<file path="config.mk">
export PLATFORM = sky130hd
export DESIGN_NAME = ftmr_top
export DESIGN_NICKNAME = d
export VERILOG_FILES = /design/src/rtl/ftmr_pkg.sv /design/src/rtl/ftmr_prescale.sv /design/src/rtl/ftmr_counter.sv /design/src/rtl/ftmr_regs.sv /design/src/rtl/ftmr_top.sv
export SDC_FILE = /design/constraint.sdc
export NUM_CORES = 1
export LEC_CHECK = 0
export CAP_MARGIN = 10
export CORE_ASPECT_RATIO = 1.4
export CORE_UTILIZATION = 47
export DETAILED_ROUTE_END_ITERATION = 10
export PLACE_DENSITY = 0.67
export SETUP_SLACK_MARGIN = 0.1
export SKIP_CTS_REPAIR_TIMING = 1
export SYNTH_ARGS = -nofsm -noshare
export SYNTH_HDL_FRONTEND = slang
export SYNTH_SLANG_ARGS = --single-unit
</file>
<file path="constraint.sdc">
create_clock -name clk -period 5.05 [get_ports clk]
set_input_delay 1.515 -clock clk [delete_from_list [all_inputs] [get_ports clk]]
set_output_delay 1.515 -clock clk [all_outputs]
set_load 0.05 [all_outputs]
</file>
<file path="src/rtl/ftmr_pkg.sv">
package ftmr_pkg;

    localparam int DW       = 32;
    localparam int NCMP     = 2;
    localparam int AW       = 3;
    localparam int SWR_BIT  = 15;
    localparam int LP_N     = 4;

    typedef enum logic [AW-1:0] {
        A_CTRL  = 3'd0,
        A_DIV   = 3'd1,
        A_FLAG  = 3'd2,
        A_IEN   = 3'd3,
        A_CMPA  = 3'd4,
        A_CMPB  = 3'd5,
        A_COUNT = 3'd6,
        A_NONE  = 3'd7
    } reg_addr_e;

    typedef enum logic [1:0] {
        SRC_OFF  = 2'd0,
        SRC_CLK  = 2'd1,
        SRC_SLOW = 2'd2,
        SRC_REF  = 2'd3
    } src_e;

    typedef struct packed {
        logic [LP_N-1:0] lp_run;
        src_e            src;
        logic            en;
    } ctrl_t;

    function automatic logic pick_tick(src_e s, logic t_slow, logic t_ref);
        case (s)
            SRC_CLK:  return 1'b1;
            SRC_SLOW: return t_slow;
            SRC_REF:  return t_ref;
            default:  return 1'b0;
        endcase
    endfunction

    function automatic logic [DW-1:0] ctrl_word(ctrl_t c, logic busy);
        logic [DW-1:0] w;
        w = '0;
        w[0]       = c.en;
        w[2:1]     = c.src;
        w[7:4]     = c.lp_run;
        w[SWR_BIT] = busy;
        return w;
    endfunction

    function automatic ctrl_t ctrl_decode(logic [DW-1:0] w, logic keep_off);
        ctrl_t c;
        c.en     = keep_off ? 1'b0 : w[0];
        c.src    = src_e'(w[2:1]);
        c.lp_run = w[7:4];
        return c;
    endfunction

endpackage

</file>
<file path="src/rtl/ftmr_prescale.sv">
module ftmr_prescale #(
    parameter int PS_W = 12
) (
    input  logic            clk,
    input  logic            rst,
    input  logic            clr,
    input  logic            run,
    input  logic [PS_W-1:0] ratio_m1,
    output logic            step
);
    logic [PS_W-1:0] phase;

    assign step = run && (phase >= ratio_m1);

    always_ff @(posedge clk) begin
        if (rst || clr) begin
            phase <= '0;
        end else if (run) begin
            phase <= step ? '0 : phase + PS_W'(1);
        end
    end
endmodule

</file>
<file path="src/rtl/ftmr_counter.sv">
module ftmr_counter #(
    parameter int CNT_W = 32,
    parameter int NCMP  = 2
) (
    input  logic                       clk,
    input  logic                       rst,
    input  logic                       clr,
    input  logic                       step,
    input  logic [NCMP-1:0][CNT_W-1:0] cmp,
    output logic [CNT_W-1:0]           count,
    output logic [NCMP-1:0]            match
);
    logic [CNT_W-1:0] nxt;

    assign nxt = count + CNT_W'(1);

    for (genvar ch = 0; ch < NCMP; ch++) begin : g_match
        assign match[ch] = step && !clr && (nxt == cmp[ch]);
    end

    always_ff @(posedge clk) begin
        if (rst || clr) begin
            count <= '0;
        end else if (step) begin
            count <= nxt;
        end
    end
endmodule

</file>
<file path="src/rtl/ftmr_regs.sv">
module ftmr_regs
    import ftmr_pkg::*;
#(
    parameter int CNT_W   = 32,
    parameter int PS_W    = 12,
    parameter int SWR_CYC = 4
) (
    input  logic                       clk,
    input  logic                       rst,
    input  logic                       bus_wr,
    input  logic [AW-1:0]              bus_addr,
    input  logic [DW-1:0]              bus_wdata,
    output logic [DW-1:0]              bus_rdata,
    input  logic [CNT_W-1:0]           count,
    input  logic [NCMP-1:0]            match,
    output ctrl_t                      ctrl,
    output logic [PS_W-1:0]            ratio_m1,
    output logic [NCMP-1:0][CNT_W-1:0] cmp,
    output logic [NCMP-1:0]            flags,
    output logic [NCMP-1:0]            ien,
    output logic                       swr_start,
    output logic                       swr_busy,
    output logic                       div_wr
);
    localparam int BC_W = $clog2(SWR_CYC + 1);

    logic [BC_W-1:0] busy_cnt;
    logic            wr_ok;
    logic            clr_all;
    reg_addr_e       a;
    logic [NCMP-1:0] w1c;
    logic            unused_wbits;

    assign unused_wbits = ^bus_wdata;
    assign a         = reg_addr_e'(bus_addr);
    assign swr_busy  = (busy_cnt != '0);
    assign wr_ok     = bus_wr && !swr_busy;
    assign swr_start = wr_ok && (a == A_CTRL) && bus_wdata[SWR_BIT];
    assign clr_all   = swr_start || swr_busy;
    assign div_wr    = wr_ok && (a == A_DIV);
    assign w1c       = (wr_ok && a == A_FLAG) ? bus_wdata[NCMP-1:0] : '0;

    always_ff @(posedge clk) begin
        if (rst) begin
            busy_cnt <= '0;
        end else if (swr_start) begin
            busy_cnt <= BC_W'(SWR_CYC);
        end else if (swr_busy) begin
            busy_cnt <= busy_cnt - BC_W'(1);
        end
    end

    always_ff @(posedge clk) begin
        if (rst) begin
            ctrl <= '0;
        end else if (wr_ok && a == A_CTRL) begin
            ctrl <= ctrl_decode(bus_wdata, swr_start);
        end
    end

    always_ff @(posedge clk) begin
        if (rst || clr_all) begin
            ratio_m1 <= '0;
            ien      <= '0;
            flags    <= '0;
        end else begin
            if (div_wr) begin
                ratio_m1 <= bus_wdata[PS_W-1:0];
            end
            if (wr_ok && a == A_IEN) begin
                ien <= bus_wdata[NCMP-1:0];
            end
            flags <= (flags & ~w1c) | match;
        end
    end

    for (genvar ch = 0; ch < NCMP; ch++) begin : g_cmp
        always_ff @(posedge clk) begin
            if (rst || clr_all) begin
                cmp[ch] <= '0;
            end else if (wr_ok && bus_addr == AW'(int'(A_CMPA) + ch)) begin
                cmp[ch] <= bus_wdata[CNT_W-1:0];
            end
        end
    end

    always_comb begin
        bus_rdata = '0;
        case (a)
            A_CTRL:  bus_rdata = ctrl_word(ctrl, swr_busy);
            A_DIV:   bus_rdata = DW'(ratio_m1);
            A_FLAG:  bus_rdata = DW'(flags);
            A_IEN:   bus_rdata = DW'(ien);
            A_CMPA:  bus_rdata = DW'(cmp[0]);
            A_CMPB:  bus_rdata = DW'(cmp[1]);
            A_COUNT: bus_rdata = DW'(count);
            default: bus_rdata = '0;
        endcase
    end
endmodule

</file>
<file path="src/rtl/ftmr_top.sv">
module ftmr_top
    import ftmr_pkg::*;
#(
    parameter int CNT_W   = 32,
    parameter int PS_W    = 12,
    parameter int SWR_CYC = 4
) (
    input  logic          clk,
    input  logic          rst,
    input  logic          bus_wr,
    input  logic [AW-1:0] bus_addr,
    input  logic [DW-1:0] bus_wdata,
    output logic [DW-1:0] bus_rdata,
    input  logic          tick_slow,
    input  logic          tick_ref,
    input  logic          lp_active,
    input  logic [1:0]    lp_kind,
    output logic          irq
);
    ctrl_t                      ctrl;
    logic [PS_W-1:0]            ratio_m1;
    logic [NCMP-1:0][CNT_W-1:0] cmp;
    logic [NCMP-1:0]            flags;
    logic [NCMP-1:0]            ien;
    logic [NCMP-1:0]            match;
    logic [CNT_W-1:0]           count;
    logic                       swr_start;
    logic                       swr_busy;
    logic                       div_wr;
    logic                       lp_ok;
    logic                       run;
    logic                       step;
    logic                       cnt_clr;

    assign lp_ok   = !lp_active || ctrl.lp_run[lp_kind];
    assign run     = ctrl.en && lp_ok && pick_tick(ctrl.src, tick_slow, tick_ref);
    assign cnt_clr = swr_start || swr_busy;
    assign irq     = |(flags & ien);

    ftmr_regs #(.CNT_W(CNT_W), .PS_W(PS_W), .SWR_CYC(SWR_CYC)) u_regs (
        .clk       (clk),
        .rst       (rst),
        .bus_wr    (bus_wr),
        .bus_addr  (bus_addr),
        .bus_wdata (bus_wdata),
        .bus_rdata (bus_rdata),
        .count     (count),
        .match     (match),
        .ctrl      (ctrl),
        .ratio_m1  (ratio_m1),
        .cmp       (cmp),
        .flags     (flags),
        .ien       (ien),
        .swr_start (swr_start),
        .swr_busy  (swr_busy),
        .div_wr    (div_wr)
    );

    ftmr_prescale #(.PS_W(PS_W)) u_div (
        .clk      (clk),
        .rst      (rst),
        .clr      (cnt_clr || div_wr),
        .run      (run),
        .ratio_m1 (ratio_m1),
        .step     (step)
    );

    ftmr_counter #(.CNT_W(CNT_W), .NCMP(NCMP)) u_cnt (
        .clk   (clk),
        .rst   (rst),
        .clr   (cnt_clr),
        .step  (step),
        .cmp   (cmp),
        .count (count),
        .match (match)
    );
endmodule

</file>
==> out/results.ini <==
[timing]
peak_freq_mhz = 207
final_critical_delay_including_setup_and_external_delays_ns = 4.82
hold_violations = 0
worst_slew_margin_rel_pct = 14.0
setup_viol = 0
worst_tran_pin_value_ns = 1.29
slew_violations = 0
setup_repair_after_global_routing_missed_its_margin = false
final.period_utilization_pct = 95.5
clock-skew-final_ns = 0.00942
timing.setup.tns_ns = 0

[die]
vertical_extent_of_the_die_um = 159
placeableCoreArea_um2 = 17000
boundaryPins = 76
floorplan.initialDensity_pct = 48.6
die_width_um = 114
num_rows = 56
floorplan.die_area_um2 = 18100

[setup_path]
critical_path.top_delay_family = simple AND/OR/NAND/NOR gates
critical-path-slowest-cell = clkdlybuf4s50_1
setup.worst_path.end_class = output pin
worst-path-max-fanout = 7
critical_path_class = in2out
timing.critical_path.required_ns = 3.54
critPathLaunchType = input port
cp_num_buf_inv = 2
timing.critical_path.arrival_ns = 3.31
path_cells = clkdlybuf4s50_1 -> nor2b_1 -> and2_1 -> nand2_1 -> o21ai_1 -> buf_12
crit_path_largest_cell_delay_ns = 0.54

[outcome]
status = finished, final reports clean

[drt]
met1Wirelength_um = 9800
wl_per_cell_um = 19.2
drt_wl_total_um = 26300
detail_route.vias_per_cell = 5.64
drcViolationCount = 0
drtAntennaViolNets = 0
topRoutingLayerUsed = met4
drt_first_pass_iters = 5
wl_met2_um = 13300
wl_met3_um = 1260
vias = 7708
drt_iter0_drc = 618

[synthesis]
synth.yosys.seq_area_share_pct = 32.6
ys.flop_type = dfxtp_1
yosys.cell_count.top_type = nand2_1
syn_nets = 1154
syn_avg_cell_area_um2 = 7.53
yosysTopAreaCellShare_pct = 32.6
post_synth_instance_area_um2 = 8230
yosysWarningCount = 0
post_synth_inst_count = 1094
post_synthesis_async_set_or_reset_flop_share_pct = 0
yosys-top-cells-count = 237 x nand2_1, 134 x dfxtp_1, 106 x a21oi_1
post_synth_num_cell_types = 68
synth_enable_flop_cells = 0
synth_top_cells_by_area = dfxtp_1 33%, nand2_1 11%, xnor2_1 8.6%, a21oi_1 6.4%, o21ai_0 3.6%
synth-seq-cells = 134
synth_area_leader_cell = dfxtp_1

[cts]
worst_setup_hold_path_clk_slew_ns = 0.06
htree_levels = 4
clock_tree.root_cell = clkbuf_16
tritoncts = built
clock_latency_on_the_worst_skew_pair_ns = 0.43
tritoncts.num_buffers = 17
maximum_buffer_depth_of_the_clock_tree = 2
cts.sinks = 134

[cells_and_area]
final_std_cells_w_o_fill = 1366
final_layout_size_suffix_gt1_share_pct = 9.35
insertedDiodeCount = 0
layout-area-overhead-vs-synth_pct = 21.4
nFillCells = 1581
finish.net_count = 1181

[power_and_ir_drop]
power.density_cell_area_nw_per_um2 = 281
worst_vdd_drop_mv = 0.273
power_switching_mw = 0.829
p_leak_nw = 3.27
combinationalPowerShare_pct = 14.3
internal_power_mw = 1.98
power.share.clock_pct = 45.7
pwr-share-seq_pct = 40.1
switching_share_of_power_pct = 29.5

[placed_design]
port-buffer-count = 75
dpl.cell_count = 1334
gpl.final_weighted_congestion = 0.983
detailed_place_hpwl_um = 19500

[global_routing]
globalRouteOverflowTotal = 0
overall_global_routing_usage_pct = 30.3
largest_net_degree_at_the_start_of_global_routing = 113
grt_antenna_before_repair = 0
number_of_global_route_vias_before_repair = 7489
wire_length_of_the_first_global_routing_pass_um = 40900

[job]
max-cap-violations = 0

[min_path]
hold_class = reg2reg

[stage by stage]
stage | power [mW] | setup WS (ns) | util, % | cell area, um2 | hold slack, ns
floorplan | 1.39 | 0.104 | - | 8230 | 0.436
global placement | 1.54 | 0.256 | 55.4 | 9390 | 0.441
detailed placement | 1.55 | 0.227 | 55.4 | 9390 | 0.451
CTS | 2.82 | 0.225 | 58.9 | 9990 | 0.460
global route | 2.90 | 0.130 | 58.9 | 9990 | 0.480
finish | 2.81 | 0.229 | 58.9 | 9990 | 0.458
[path summary, 6_finish.rpt]
kind | start | end | slack (ns) | cells past startpoint
worst max-delay path | bus_addr[2] | bus_rdata[15] | 0.23 | 6
worst min register to register | u_regs.ratio_m1[9]$_SDFFE_PP0P_ | u_regs.ratio_m1[9]$_SDFFE_PP0P_ | 0.46 | 2
worst max register to register | u_cnt.count[1]$_SDFFE_PP0N_ | u_regs.flags[1]$_SDFF_PP0_ | 1.20 | 9
worst min-delay path | u_regs.ratio_m1[9]$_SDFFE_PP0P_ | u_regs.ratio_m1[9]$_SDFFE_PP0P_ | 0.46 | 2
[sequential cells by signal, summed over array words and instances (netlist names)]
name	cells
u_regs.ratio_m1	12
u_regs.ien	2
u_regs.busy_cnt	3
u_regs.cmp	64
u_regs.ctrl	7
u_regs.flags	2
u_cnt.count	32
u_div.phase	12
[final cells by class]
| type | count | area [um2] | share of cell area [%] |
|---|---|---|---|
| clock inverters | 14 | 163 | 1.63 |
| well taps | 232 | 290 | 2.90 |
| flip-flops and latches | 134 | 2680 | 26.8 |
| multi-input cells | 841 | 5080 | 50.8 |
| clock buffers | 18 | 439 | 4.39 |
| repair buffers | 93 | 1210 | 12.1 |
| inverters | 34 | 128 | 1.28 |
[per-layer routing]
metal | vias up | global-route usage, %
met4 | 0 | 22.6
li1 | 3748 | -
met1 | 3557 | 31.7
met2 | 300 | 54.2
met5 | - | 0
met3 | 103 | 5.29
[power groups by stage]
stage	registers, mW	logic (mW)	clock network, mW
6_report	1.13	0.401	1.28
5_1_grt	1.13	0.433	1.34
4_1_cts	1.13	0.400	1.29
3_5_place_dp	1.15	0.398	0
2_1_floorplan	1.13	0.255	0
3_3_place_gp	1.15	0.395	0
[cell families after synthesis]
logic type / share of synthesized area [%]
buffers and inverters: 5.91
AO/OA/AOI/OAI: 14.6
XOR/XNOR: 12.3
AND/OR/NAND/NOR: 26.6
multiplexers: 5.33
flip-flops: 32.6
adder cells (fa/ha/maj): 2.58
[worst register-to-register path: stages, from the launching register on]
cell and delay (ns):
dfxtp_1 0.50, ha_1 0.33, nand3_1 0.54, nor4_4 0.68, nand3_1 0.36, and3b_1 0.28
a211oi_1 0.27, nand4_1 0.12, or4_1 0.57, o22ai_2 0.13
[cell usage in the layout (no fill, tap or decap), drive strengths merged, types with 3 or more instances in the layout]
master         instances
clkinvlp               3
nand2b                 3
nand3b                 6
buf                   51
or3                   16
ha                    17
or4                    3
a211oi                 3
mux2i                 27
dfxtp                134
nand2                237
nor2b                  9
a21oi                106
xor2                  27
and3                   5
xnor3                  3
nand3                 25
clkdlybuf4s50         42
nor4                  10
a2111oi                3
mux4                   7
nand4                 22
clkbuf                18
xnor2                 81
inv                   41
and2                  27
nor3                  24
o21ai                 60
o2111ai                4
a22oi                  6
nor2                  73
(Power assumes the default switching activity.)
